--- src/rtl/ccev_pkg.sv ---
package ccev_pkg;
  localparam int SEL_W = 4;

  typedef struct packed {
    logic sat;
    logic ov;
    logic s;
    logic z;
    logic cy;
  } psw_flags_t;

  // Index of the low-half entry whose upper-half partner is the
  // saturation test instead of an inversion.
  localparam logic [2:0] ALWAYS_IDX = 3'd5;
endpackage

--- src/rtl/cond_logic.sv ---
module cond_logic
  import ccev_pkg::*;
(
  input  psw_flags_t         flags,
  input  logic [SEL_W-1:0]   sel,
  output logic               hit
);
  logic [7:0] base;
  logic       signed_lt;
  logic       picked;

  always_comb begin
    signed_lt = flags.s ^ flags.ov;
    base[0]   = flags.ov;
    base[1]   = flags.cy;
    base[2]   = flags.z;
    base[3]   = flags.cy | flags.z;
    base[4]   = flags.s;
    base[5]   = 1'b1;
    base[6]   = signed_lt;
    base[7]   = flags.z | signed_lt;
  end

  always_comb begin
    picked = base[sel[2:0]];
    if (!sel[3])
      hit = picked;
    else if (sel[2:0] == ALWAYS_IDX)
      hit = flags.sat;
    else
      hit = ~picked;
  end
endmodule

--- src/rtl/disp_sext.sv ---
module disp_sext #(
  parameter int IN_W  = 9,
  parameter int OUT_W = 32
) (
  input  logic [IN_W-1:0]  disp,
  output logic [OUT_W-1:0] ext
);
  localparam int PAD_W = OUT_W - IN_W;
  assign ext = {{PAD_W{disp[IN_W-1]}}, disp};
endmodule

--- src/rtl/cond_eval_unit.sv ---
module cond_eval_unit
  import ccev_pkg::*;
#(
  parameter int DATA_W  = 32,
  parameter int DISP_W  = 9,
  parameter bit REG_OUT = 1'b1
) (
  input  logic              clk,
  input  logic              rst,
  input  logic [3:0]        cond_code,
  input  logic              flag_z,
  input  logic              flag_s,
  input  logic              flag_ov,
  input  logic              flag_cy,
  input  logic              flag_sat,
  input  logic              branch_mode,
  input  logic [DISP_W-1:0] disp_in,
  output logic              taken,
  output logic [DATA_W-1:0] set_result,
  output logic [DATA_W-1:0] target_offset
);
  localparam int ZERO_W = DATA_W - 1;

  psw_flags_t        flags;
  logic              hit;
  logic              taken_d;
  logic [DATA_W-1:0] result_d;
  logic [DATA_W-1:0] offset_d;

  assign flags = '{sat: flag_sat, ov: flag_ov, s: flag_s, z: flag_z, cy: flag_cy};

  cond_logic u_cond (
    .flags (flags),
    .sel   (cond_code),
    .hit   (hit)
  );

  disp_sext #(.IN_W(DISP_W), .OUT_W(DATA_W)) u_sext (
    .disp (disp_in),
    .ext  (offset_d)
  );

  assign taken_d  = branch_mode & hit;
  assign result_d = {{ZERO_W{1'b0}}, hit};

  generate
    if (REG_OUT) begin : g_reg
      always_ff @(posedge clk) begin
        if (rst) begin
          taken         <= 1'b0;
          set_result    <= '0;
          target_offset <= '0;
        end else begin
          taken         <= taken_d;
          set_result    <= result_d;
          target_offset <= offset_d;
        end
      end

      assert_always_true_R2: assert property (@(posedge clk) disable iff (rst)
        (!$past(rst) && $past(cond_code) == 4'd5) |-> set_result == 1);
      assert_zero_test_R1: assert property (@(posedge clk) disable iff (rst)
        (!$past(rst) && $past(cond_code) == 4'd2) |-> set_result[0] == $past(flag_z));
      assert_sat_test_R5: assert property (@(posedge clk) disable iff (rst)
        (!$past(rst) && $past(cond_code) == 4'd13) |-> set_result[0] == $past(flag_sat));
      assert_taken_gate_R8: assert property (@(posedge clk) disable iff (rst)
        taken |-> ($past(branch_mode) && set_result[0]));
      assert_offset_low_R9: assert property (@(posedge clk) disable iff (rst)
        !$past(rst) |-> target_offset[DISP_W-1:0] == $past(disp_in));
    end else begin : g_comb
      assign taken         = taken_d;
      assign set_result    = result_d;
      assign target_offset = offset_d;

      always_comb begin
        assert_taken_gate_R8: assert (!taken || branch_mode);
      end
    end
  endgenerate
endmodule

--- config.mk ---
export PLATFORM = sky130hd
export DESIGN_NAME = cond_eval_unit
export DESIGN_NICKNAME = d
export VERILOG_FILES = /design/src/rtl/ccev_pkg.sv /design/src/rtl/cond_logic.sv /design/src/rtl/disp_sext.sv /design/src/rtl/cond_eval_unit.sv
export SDC_FILE = /design/constraint.sdc
export NUM_CORES = 1
export LEC_CHECK = 0
export ABC_AREA = 1
export CAP_MARGIN = 0
export CORE_MARGIN = 4
export CORE_UTILIZATION = 30
export CTS_CLUSTER_SIZE = 24
export DETAILED_ROUTE_END_ITERATION = 10
export PLACE_DENSITY = 0.86
export SLEW_MARGIN = 40
export SYNTH_ARGS = -nofsm -noshare
export SYNTH_HDL_FRONTEND = slang
export SYNTH_SLANG_ARGS = --single-unit
--- constraint.sdc ---
create_clock -name clk -period 2.3 [get_ports clk]
set_clock_uncertainty 0.2 [all_clocks]
set_input_delay 0.345 -clock clk [delete_from_list [all_inputs] [get_ports clk]]
set_output_delay 0.345 -clock clk [all_outputs]
set_load 0.01 [all_outputs]
==> impl_metrics.yaml <==
run_status:
  run_status: "finished, final reports clean"
drt:
  route.antenna.remaining_nets: 0
  drt_iter0_markers: 12
  vias: 612
  detail_route.wirelength_mm: 1.54
  drc_errors: 0
  drt-vias-per-instance: 3.48
  post_drt_wl_per_cell_um: 8.76
  drt_first_pass_iters: 2
synth:
  synth-adder-area-share_pct: 0
  synth_xor_area_share_pct: 1.08
  simple_gate_share_of_the_synthesized_area_pct: 13.5
  ys_types: 12
  synth.mux.area_fraction_pct: 0
  synth_compound_gate_area_share_pct: 1.23
  synthCells: 112
  synth_top_family_by_area: "buffers and inverters"
  synth-warning-count: 0
  post_synth_instance_area_um2: 815
  average_size_of_a_mapped_cell_um2: 7.27
  count_of_state_elements_after_synthesis: 11
  yosysSeqAreaShare_pct: 27.0
layout:
  fin_nets: 168
  layout.core_utilization_pct: 44.8
  antennaDiodeCount: 0
  layout.cells.non_filler: 176
  final_layout_size_suffix_gt1_share_pct: 4.11
  area.growth.synth_to_final_pct: 38.7
sta:
  finalSetupViolations: 0
  fmaxAchievable_mhz: 523
  finalSetupTns_ns: 0
  layout_min_cycle_time_ns: 1.91
  finalHoldViolations: 0
  min_period_over_period_pct: 83.2
  setup_repair_after_global_routing_missed_its_margin: "no"
  slew_violations: 0
job:
  cap_viol_max_count: 0
setup_path:
  cp_arrival_ns: 1.37
  crit_path_start_kind: "flop"
  critical_path.endpoint_type: "primary output"
  timing_worst_setup_path_type: "flop to primary output"
  critPathLaunch: "target_offset[8]$_SDFF_PP0_"
  timing.critical_path.fanout_max: 24
  required_ns: 1.75
cts:
  htree_levels: 1
  tritoncts.num_buffers: 3
  clock_tree.buffer_depth: 2
  clk_transition_reported_paths_ns: 0.06
  cts-resized-gates: 0
  post_cts_setup_buffer_count: 0
  cts_hold_repair.buffers: 0
  clk_root_buffer_cell: "sky130_fd_sc_hd__clkbuf_4"
  clkSinkCount: 11
  cts_tree: "built"
global_route:
  number_of_global_route_vias_before_repair: 522
  grt_pass1_wl_mm: 1.99
  grt-ovfl-total: 0
  grt_util_all_layers_pct: 7.40
  grt_start_max_net_pins: 25
  global_routing_met3_resource_utilization_pct: 3.67
  global_route.peak_usage_layer: "met2"
  use_met1_pct: 5.64
  grt_util_met2_pct: 15.1
  grt_antenna_before_repair: 0
floorplan:
  core_mm2: 0.00252
  floorplan.io_pins: 86
  fp.dieW_um: 60.1
  dieArea_mm2: 0.00361
  die_y_um: 60.1
  floorplan.initialDensity_pct: 32.3
  std_cell_rows: 18
power_and_ir_drop:
  power_mw: 0.501
  total_leakage_power_nw: 0.557
  max-vdd-ir-drop_uv: 365
  power-per-cell-area_mw_per_mm2: 444
placed_design:
  dp.final_hpwl_mm: 1.37
  finalWeightedCongestion: 0.632
  port-buffer-count: 54
  dpl.cell_count: 172
hold_path:
  timing.hold.worst.class: "primary input to flop"
  hold_path.startpoint: "disp_in[7]"
  whs_path_depth: 3
  sink_of_the_worst_hold_path: "target_offset[7]$_SDFF_PP0_"
## state kept, by name (all words and copies together) (netlist names)
register	flops
target_offset	9
set_result	1
taken	1
## kinds of logic after synthesis
group | after synthesis
buffers and inverters | 69
flip-flops | 11
XOR/XNOR | 1
AND/OR/NAND/NOR | 28
AO/OA/AOI/OAI | 2
other | 1
## layout make-up
cell class,count,area [µm²]
well taps,30,37.5
inverters,14,52.6
multi-input cells,62,245
clock buffers,4,26.3
flip-flops and latches,11,220
repair buffers,55,548
fillers,259,1390
## cell usage in the layout, fill, tap and decap left out, drive strengths merged
master         netlist  routed
clkdlybuf4s50        0      54
conb                 1      31
inv                 14      14
nor2                13      13
nand2               12      12
dfxtp               11      11
clkbuf               1       4
a21oi                2       2
nand3                2       2
xnor2                1       1
nand4                1       1
buf                 54       1
## metrics by stage
step | hold slack (ns) | area, µm² | setup WS (ns)
CTS | 0.386 | 1130 | 0.344
global route | 0.402 | 1130 | 0.294
finish | 0.396 | 1130 | 0.386
floorplan | 0.217 | 927 | 0.821
global placement | 0.665 | 1100 | 0.606
detailed placement | 0.667 | 1100 | 0.580
## cells in the mapped netlist (all sizes together)
master,number,area (µm²)
buf,54,405
inv,14,52.6
nor2,13,48.8
nand2,12,45.0
dfxtp,11,220
a21oi,2,10.0
nand3,2,10.0
clkbuf,1,3.75
conb,1,3.75
nand4,1,6.26
xnor2,1,8.76
## how the worst max path moves through the flow
stage | to | cells past startpoint | slack, ns
after global placement | taken$_SDFF_PP0_ | 10 | 0.61
after global routing | target_offset[26] | 2 | 0.29
after floorplan | target_offset[10] | 1 | 0.82
after detailed placement | taken$_SDFF_PP0_ | 8 | 0.58
after CTS | target_offset[25] | 2 | 0.34
final | target_offset[25] | 2 | 0.39
## per-layer routing
metal / part of all wire, % / vias to the layer above
met2: 58 / 43
li1: - / 310
met1: 27 / 259
met3: 15 / 0
met5: 0 / -
met4: 0 / 0
## critical path: stages (launching register included)
cell                              delay [ns]
sky130_fd_sc_hd__dfxtp_1                0.31
sky130_fd_sc_hd__buf_4                  0.22
sky130_fd_sc_hd__clkdlybuf4s50_1        0.59
## power by group
group          switching (mW)  total [mW]  internal, mW
Clock                  0.0576       0.124        0.0669
Combinational          0.0799       0.173        0.0926
Sequential            0.00275       0.204         0.202
Total                   0.140       0.501         0.361
(Power assumes the default switching activity.)
